==> src/rtl/trace_ser_pkg.sv <==
package trace_ser_pkg;
  localparam int unsigned TRC_DW  = 32;
  localparam int unsigned TRC_NMAX = TRC_DW / 4;
  localparam int unsigned TRC_CW  = $clog2(TRC_NMAX + 1);

  localparam logic [3:0] MK_BYTE = 4'h8;
  localparam logic [3:0] MK_WORD = 4'h9;
  localparam logic [3:0] MK_BR2  = 4'hA;
  localparam logic [3:0] MK_LONG = 4'hB;
  localparam logic [3:0] MK_BR3  = 4'hC;

  typedef struct packed {
    logic [3:0]        mark;
    logic [TRC_CW-1:0] nnib;
    logic [TRC_DW-1:0] data;
  } trc_rec_t;
endpackage

==> src/rtl/trace_capture_filter.sv <==
module trace_capture_filter
  import trace_ser_pkg::*;
(
  input  logic              acc_valid,
  input  logic              acc_write,
  input  logic [1:0]        acc_size,
  input  logic [TRC_DW-1:0] acc_data,
  input  logic              br_valid,
  input  logic [TRC_DW-1:0] br_target,
  input  logic [1:0]        cap_mode,
  input  logic [1:0]        br_mode,
  output logic              op_push,
  output trc_rec_t          op_rec,
  output logic              br_push,
  output trc_rec_t          br_rec
);
  always_comb begin
    op_push = acc_valid && (acc_size != 2'b11) &&
              (acc_write ? cap_mode[0] : cap_mode[1]);
    op_rec.data = acc_data;
    unique case (acc_size)
      2'd0:    begin op_rec.mark = MK_BYTE; op_rec.nnib = TRC_CW'(2); end
      2'd1:    begin op_rec.mark = MK_WORD; op_rec.nnib = TRC_CW'(4); end
      default: begin op_rec.mark = MK_LONG; op_rec.nnib = TRC_CW'(8); end
    endcase

    br_push = br_valid && (br_mode != 2'b00);
    br_rec.data = br_target;
    if (br_mode[1]) begin
      br_rec.mark = MK_BR3;
      br_rec.nnib = TRC_CW'(6);
    end else begin
      br_rec.mark = MK_BR2;
      br_rec.nnib = TRC_CW'(4);
    end
  end
endmodule

==> src/rtl/trace_rec_fifo.sv <==
module trace_rec_fifo
  import trace_ser_pkg::*;
#(
  parameter int unsigned DEPTH = 4
) (
  input  logic     clk,
  input  logic     rst_n,
  input  logic     push_a,
  input  trc_rec_t rec_a,
  input  logic     push_b,
  input  trc_rec_t rec_b,
  input  logic     pop,
  output trc_rec_t head,
  output logic     empty,
  output logic     drop
);
  localparam int unsigned PTR_W = (DEPTH > 1) ? $clog2(DEPTH) : 1;
  localparam int unsigned CNT_W = $clog2(DEPTH + 1);

  logic [PTR_W-1:0] wr_ptr_q, wr_ptr_n, rd_ptr_q, rd_ptr_n, wr_b_ptr;
  logic [CNT_W-1:0] cnt_q, cnt_n, free;
  logic             take_a, take_b, do_pop;
  trc_rec_t         slot_w [DEPTH];

  always_comb begin
    free     = CNT_W'(DEPTH) - cnt_q;
    take_a   = push_a && (free >= CNT_W'(1));
    take_b   = push_b && (free >= (take_a ? CNT_W'(2) : CNT_W'(1)));
    drop     = (push_a && !take_a) || (push_b && !take_b);
    empty    = (cnt_q == '0);
    do_pop   = pop && !empty;
    wr_b_ptr = wr_ptr_q + PTR_W'(take_a);
    wr_ptr_n = wr_ptr_q + PTR_W'(take_a) + PTR_W'(take_b);
    rd_ptr_n = rd_ptr_q + PTR_W'(do_pop);
    cnt_n    = cnt_q + CNT_W'(take_a) + CNT_W'(take_b) - CNT_W'(do_pop);
    head     = slot_w[rd_ptr_q];
  end

  always_ff @(posedge clk or negedge rst_n) begin
    if (!rst_n) begin
      wr_ptr_q <= '0;
      rd_ptr_q <= '0;
      cnt_q    <= '0;
    end else begin
      wr_ptr_q <= wr_ptr_n;
      rd_ptr_q <= rd_ptr_n;
      cnt_q    <= cnt_n;
    end
  end

  for (genvar i = 0; i < DEPTH; i++) begin : g_slot
    logic     we_a, we_b;
    trc_rec_t slot_q;
    assign we_a = take_a && (wr_ptr_q == PTR_W'(i));
    assign we_b = take_b && (wr_b_ptr == PTR_W'(i));
    always_ff @(posedge clk) begin
      if (we_a)      slot_q <= rec_a;
      else if (we_b) slot_q <= rec_b;
    end
    assign slot_w[i] = slot_q;
  end
endmodule

==> src/rtl/trace_nibble_shifter.sv <==
module trace_nibble_shifter
  import trace_ser_pkg::*;
(
  input  logic     clk,
  input  logic     rst_n,
  input  trc_rec_t head,
  input  logic     empty,
  output logic     pop,
  output logic     boundary,
  output logic [3:0] nibble,
  output logic     valid
);
  logic              busy_q, busy_n;
  logic [TRC_CW-1:0] rem_q, rem_n;
  logic [TRC_DW-1:0] sh_q, sh_n;
  logic [3:0]        nib_q, nib_n;

  always_comb begin
    boundary = !busy_q || (rem_q == '0);
    pop      = boundary && !empty;
    busy_n   = busy_q;
    rem_n    = rem_q;
    sh_n     = sh_q;
    nib_n    = nib_q;
    if (pop) begin
      busy_n = 1'b1;
      nib_n  = head.mark;
      sh_n   = head.data;
      rem_n  = head.nnib;
    end else if (busy_q && (rem_q != '0)) begin
      nib_n  = sh_q[3:0];
      sh_n   = {4'h0, sh_q[TRC_DW-1:4]};
      rem_n  = rem_q - TRC_CW'(1);
    end else begin
      busy_n = 1'b0;
      nib_n  = 4'h0;
      rem_n  = '0;
    end
  end

  always_ff @(posedge clk or negedge rst_n) begin
    if (!rst_n) begin
      busy_q <= 1'b0;
      rem_q  <= '0;
      sh_q   <= '0;
      nib_q  <= 4'h0;
    end else begin
      busy_q <= busy_n;
      rem_q  <= rem_n;
      sh_q   <= sh_n;
      nib_q  <= nib_n;
    end
  end

  assign nibble = nib_q;
  assign valid  = busy_q;
endmodule

==> src/rtl/trace_operand_serializer.sv <==
module trace_operand_serializer
  import trace_ser_pkg::*;
#(
  parameter int unsigned FIFO_DEPTH = 4
) (
  input  logic        clk,
  input  logic        rst_n,
  input  logic        acc_valid,
  input  logic        acc_write,
  input  logic [1:0]  acc_size,
  input  logic [31:0] acc_data,
  input  logic        br_valid,
  input  logic [31:0] br_target,
  input  logic [1:0]  cap_mode,
  input  logic [1:0]  br_mode,
  output logic [3:0]  trc_nibble,
  output logic        trc_valid,
  output logic        trc_ovf
);
  logic [1:0] cap_q, cap_n, brm_q, brm_n;
  logic       ovf_q, ovf_n;
  logic       op_push, br_push, pop, empty, drop, boundary;
  trc_rec_t   op_rec, br_rec, head;

  trace_capture_filter u_filt (
    .acc_valid (acc_valid),
    .acc_write (acc_write),
    .acc_size  (acc_size),
    .acc_data  (acc_data),
    .br_valid  (br_valid),
    .br_target (br_target),
    .cap_mode  (cap_q),
    .br_mode   (brm_q),
    .op_push   (op_push),
    .op_rec    (op_rec),
    .br_push   (br_push),
    .br_rec    (br_rec)
  );

  trace_rec_fifo #(.DEPTH(FIFO_DEPTH)) u_fifo (
    .clk    (clk),
    .rst_n  (rst_n),
    .push_a (op_push),
    .rec_a  (op_rec),
    .push_b (br_push),
    .rec_b  (br_rec),
    .pop    (pop),
    .head   (head),
    .empty  (empty),
    .drop   (drop)
  );

  trace_nibble_shifter u_shift (
    .clk      (clk),
    .rst_n    (rst_n),
    .head     (head),
    .empty    (empty),
    .pop      (pop),
    .boundary (boundary),
    .nibble   (trc_nibble),
    .valid    (trc_valid)
  );

  always_comb begin
    cap_n = boundary ? cap_mode : cap_q;
    brm_n = boundary ? br_mode  : brm_q;
    ovf_n = ovf_q | drop;
  end

  always_ff @(posedge clk or negedge rst_n) begin
    if (!rst_n) begin
      cap_q <= 2'b00;
      brm_q <= 2'b00;
      ovf_q <= 1'b0;
    end else begin
      cap_q <= cap_n;
      brm_q <= brm_n;
      ovf_q <= ovf_n;
    end
  end

  assign trc_ovf = ovf_q;
endmodule

==> config.mk <==
export PLATFORM = sky130hd
export DESIGN_NAME = trace_operand_serializer
export DESIGN_NICKNAME = d
export VERILOG_FILES = /design/src/rtl/trace_ser_pkg.sv /design/src/rtl/trace_capture_filter.sv /design/src/rtl/trace_rec_fifo.sv /design/src/rtl/trace_nibble_shifter.sv /design/src/rtl/trace_operand_serializer.sv
export SDC_FILE = /design/constraint.sdc
export NUM_CORES = 1
export LEC_CHECK = 0
export ABC_CLOCK_PERIOD_IN_PS = 5700
export BUFFER_PORTS_ARGS = -buffer_cell sky130_fd_sc_hd__buf_4
export CORE_MARGIN = 1
export CORE_UTILIZATION = 30
export CTS_BUF_LIST = sky130_fd_sc_hd__clkbuf_8 sky130_fd_sc_hd__clkbuf_16
export DETAILED_ROUTE_END_ITERATION = 10
export GPL_ROUTABILITY_DRIVEN = 0
export SLEW_MARGIN = 10
export SYNTH_ARGS = -nofsm -noshare
export SYNTH_HDL_FRONTEND = slang
export SYNTH_HIERARCHICAL = 1
export SYNTH_SLANG_ARGS = --single-unit
==> constraint.sdc <==
create_clock -name clk -period 5.7 [get_ports clk]
set_input_delay 1.14 -clock clk [delete_from_list [all_inputs] [get_ports clk]]
set_output_delay 1.14 -clock clk [all_outputs]
set_load 0.01 [all_outputs]
==> summary by stage <==
Outcome
The flow ran to the end, and the final reports show no timing, DRC or antenna violations.

Pwr
Power spread over the standard cell area amounts to 534 nW/um^2. VDD sags by at most 0.348 mV. The leakage power summed over all cells is 0.00472 uW.

Floorplan
The die is 197 um tall. The placeable core region is approximately 37000 um^2. The die covers 38800 um^2. The number of placement rows is 71. The total I/O pin count is 81. The width of the die is approximately 200 um. The initial core utilization is 30.4%.

Global routing
Global routing consumed, over all layers together, 12.7% of the routing resources. The overall overflow remaining after global route is 0. The wire length of the first global-routing pass is about 37000 um. Entering global routing, the biggest net connects 54 pins. The number of global-route vias before repair is 6039. The number of antenna violations at the first check in global routing is 1.

STA
The max-slew violation count was 0. Across the routed clock network, the largest skew measured is 0.0107 ns. The tightest hold path in the finished design has a slack of 0.501 ns.

Static timing analysis puts the maximum clock frequency at ~0.25 GHz. At the pin with the least slew margin, the transition time is a little over 0.9 ns. Setup repair after global routing left no endpoint under its margin. The clock period minus worst slack is 3.99 ns.

The final total negative setup slack is 0 ns. In this run the tightest slew margin relative to its limit is 37.8%. Setup violations remaining at the end of the flow were counted as 0. The post-route fraction of the period consumed by the critical path is between 70 and 80%.

The number of hold violations in the final report is 0.

Yosys
The cell area after synthesis is 11400 um^2. The share of the synthesized area in the top cell type is a little over two fifths. During synthesis, Yosys emitted a total of 6 warnings.

The async set-or-reset flop fraction in the synthesized netlist is 24.9%. Counting flops and latches in the post-synthesis netlist gives ~210. The largest area contributor in the synthesized netlist is sky130_fd_sc_hd__edfxtp_1. The number of unique standard cell types used by synthesis is slightly above 40. Yosys attributes the largest share of cell area to sky130_fd_sc_hd__edfxtp_1, sky130_fd_sc_hd__mux2_2, sky130_fd_sc_hd__dfrtp_1, sky130_fd_sc_hd__mux2_4, sky130_fd_sc_hd__mux4_2. The synthesized netlist cell count is 684. The prevailing post-synth register cell is sky130_fd_sc_hd__edfxtp_1. The synthesized design contains 160 enable-type register cells. The post-synthesis area per instance is approximately 17 um^2. The share of the Yosys chip area taken by registers is 53.8%.

Clock tree
The clock input transition at the sequential cells of the worst setup and hold paths is 0.06 ns. The number of buffers inserted to repair setup after CTS is 0. The number of gates resized after CTS is 0. Clock latency on the worst-skew pair, taken at its later pin, is 0.51 ns. The CTS tree is done.

The count of H-tree levels built during CTS is 1. The number of buffers inserted during clock tree synthesis is 24. In this run, post-CTS hold repair placed 0 buffers. Counting along the longest clock path gives a buffer depth of 3. The clock drives 213 sinks.

The tree is rooted in a sky130_fd_sc_hd__clkbuf_16.

Cells and area
The repair_antennas step left the layout with diodes totalling 0. In the final design database the tool counted 784 nets. Compared with the post-synthesis result, the final layout area differs by 12.6%. The fraction of final layout cells with drive strength greater than 1 is 57.7%. In the final layout, the multi-input gates occupy 4390 um^2.

The sequential cells in the finished layout cover a total of 6130 um^2. Fill cells in the final layout number roughly 3.6k.

Setup path
Traced cell by cell, the critical path runs through inv_1 > ha_1 > ha_2 > or4b_1 > nand2_1 > ha_1 > nor2b_1 > o22ai_1 > nand3_1 > mux2i_4 > buf_12. The critical path is of the reg2reg type. At the worst endpoint, the required time is 5.90 ns.

By instance count, the cell type seen most on the critical path is sky130_fd_sc_hd__ha_1. The number of buffer and inverter stages on the critical path is 2. The kind of cell adding the most delay to the critical path is simple AND/OR/NAND/NOR gates. The destination of the worst register-to-register timing path is u_fifo/g_slot[3].slot_q[20].

Data on the critical path arrives at its endpoint at 4.20 ns. Of all nets on the critical path, the largest fanout is 25. The startpoint of the most critical register-to-register path is u_fifo/cnt_q[0]. STA classifies the critical path endpoint as a flop. Measured in cells, the most critical reg-to-reg path has a length of 11. The slowest library cell on the worst path is sky130_fd_sc_hd__mux2i_4. In this design, the stage delay of the slowest critical-path cell is 0.74 ns.

The critical path launch point type is a flop. The minimum setup slack among reg-to-reg paths is 1.71 ns.

Route
The number of DRC markers in iteration 0 is 247. For this run, design rule violations remaining after detail routing come to 0. Dividing the detail-routed via count by the number of cells gives 4.47. The via count is 5472. The count of nets left with antenna violations once routing finished came out at 0. The detailed-route wire length is 24200 um. The first TritonRoute pass finished after 4 iterations.

In the final routed layout, each cell accounts on average for slightly below 20 um.

Placed design
The count of buffers added on input and output ports is 80. Summed over all nets, the half-perimeter wirelength after detailed placement is 15200 um.

Job
Max-cap violations in this run came to 0.

Worst hold path
Counting instances, the worst hold path has a depth of 1. The worst min-delay path class is reg2reg. The worst hold endpoint is cap_q[1]. In this run the most critical hold path is launched from cap_q[1].
## synth_stat cells, types with 2 or more instances
cell type                  count
sky130_fd_sc_hd__buf_1         2
sky130_fd_sc_hd__buf_12        3
sky130_fd_sc_hd__buf_2        14
sky130_fd_sc_hd__buf_4        76
sky130_fd_sc_hd__buf_6         5
sky130_fd_sc_hd__buf_8         4
sky130_fd_sc_hd__clkbuf_1      5
sky130_fd_sc_hd__clkbuf_8      3
sky130_fd_sc_hd__conb_1        2
sky130_fd_sc_hd__dfrtp_1      53
sky130_fd_sc_hd__edfxtp_1    160
sky130_fd_sc_hd__fa_1          2
sky130_fd_sc_hd__ha_1         11
sky130_fd_sc_hd__inv_1        14
sky130_fd_sc_hd__mux2_2      159
sky130_fd_sc_hd__mux2_4       65
sky130_fd_sc_hd__mux2i_1      12
sky130_fd_sc_hd__mux4_2       40
sky130_fd_sc_hd__nand2_1       7
sky130_fd_sc_hd__nand2b_1      5
sky130_fd_sc_hd__nor2_1        7
sky130_fd_sc_hd__nor2b_1       8
sky130_fd_sc_hd__nor3_1        2
sky130_fd_sc_hd__o21ai_0       2
sky130_fd_sc_hd__or2_2         2
sky130_fd_sc_hd__xnor2_1       6
## report_power, final
part           switching, uW  internal (uW)  total, uW  leakage (uW)
Combinational           1210           1300       2510       0.00217
Clock                    628            994       1620      0.000413
Sequential               266           2460       2720       0.00214
Total                   2100           4760       6860       0.00472
## per-layer routing
layer	routed length [um]	track usage [%]	up-vias
met5	0	0	-
met4	332	2.78	0
met3	1020	2.43	28
met2	11700	21.6	83
met1	11100	16.7	2829
li1	-	-	2532
## sequential cells by signal (all words and copies together) (netlist names)
| register | flops |
|---|---|
| u_fifo/cnt_q | 3 |
| cap_q | 2 |
| u_shift/nibble | 4 |
| u_fifo/rd_ptr_q | 2 |
| u_fifo/wr_ptr_q | 2 |
| trc_ovf | 1 |
| u_fifo/g_slot.slot_q | 160 |
| u_shift/valid | 1 |
| u_shift/sh_q | 32 |
| u_shift/rem_q | 4 |
| brm_q | 2 |
## how the worst max path moves through the flow
stage / start / end / depth (start not counted)
after global placement: acc_write / u_fifo/g_slot[3].slot_q[18] / 10
after detailed placement: acc_write / u_fifo/g_slot[3].slot_q[14] / 10
after global routing: u_fifo/cnt_q[0] / u_fifo/g_slot[3].slot_q[26] / 11
after floorplan: acc_write / u_fifo/g_slot[3].slot_q[0] / 8
after CTS: u_fifo/cnt_q[0] / u_fifo/g_slot[3].slot_q[26] / 11
final: u_fifo/cnt_q[0] / u_fifo/g_slot[3].slot_q[20] / 11
## layout by cell type, fill, tap and decap left out, types with 10 or more instances in the layout
| cell type | instances |
|---|---|
| sky130_fd_sc_hd__buf_4 | 87 |
| sky130_fd_sc_hd__clkbuf_16 | 25 |
| sky130_fd_sc_hd__dfrtp_1 | 51 |
| sky130_fd_sc_hd__edfxtp_1 | 160 |
| sky130_fd_sc_hd__ha_1 | 10 |
| sky130_fd_sc_hd__inv_1 | 14 |
| sky130_fd_sc_hd__mux2_2 | 159 |
| sky130_fd_sc_hd__mux2_4 | 65 |
| sky130_fd_sc_hd__mux4_2 | 40 |
## cells by family (layout without fill, tap and decap cells)
kind of cell / after synthesis / count (layout) / share of synthesized area (%)
mux: 277 / 277 / 33.3
fa+ha+maj: 13 / 13 / 1.56
other cells: 2 / 8 / 0.0659
buf+inv: 127 / 151 / 8.37
flops: 213 / 213 / 53.8
compound gates: 7 / 7 / 0.384
xor+xnor: 7 / 7 / 0.538
simple gates: 38 / 38 / 1.92
## layout make-up
cell class	instances	area share, %
Multi-Input combinational cell	350	34.2
Tap cell	511	4.98
Sequential cell	213	47.8
Timing Repair Buffer	92	5.87
Inverter	15	0.536
Clock inverter	18	1.58
Clock buffer	26	4.98
## through the flow
step / instance area, um^2 / util [%] / total power (uW) / worst slack, ns / std cells
floorplan: 11400 / - / 4640 / 0.716 / 690
global placement: 12000 / 32.0 / 5290 / 1.46 / 1181
detailed placement: 12000 / 32.0 / 5330 / 1.42 / 1181
CTS: 12800 / 34.2 / 6970 / 1.70 / 1225
global route: 12800 / 34.2 / 7220 / 1.46 / 1225
finish: 12800 / 34.2 / 6860 / 1.71 / 1225
(Power assumes the default switching activity.)
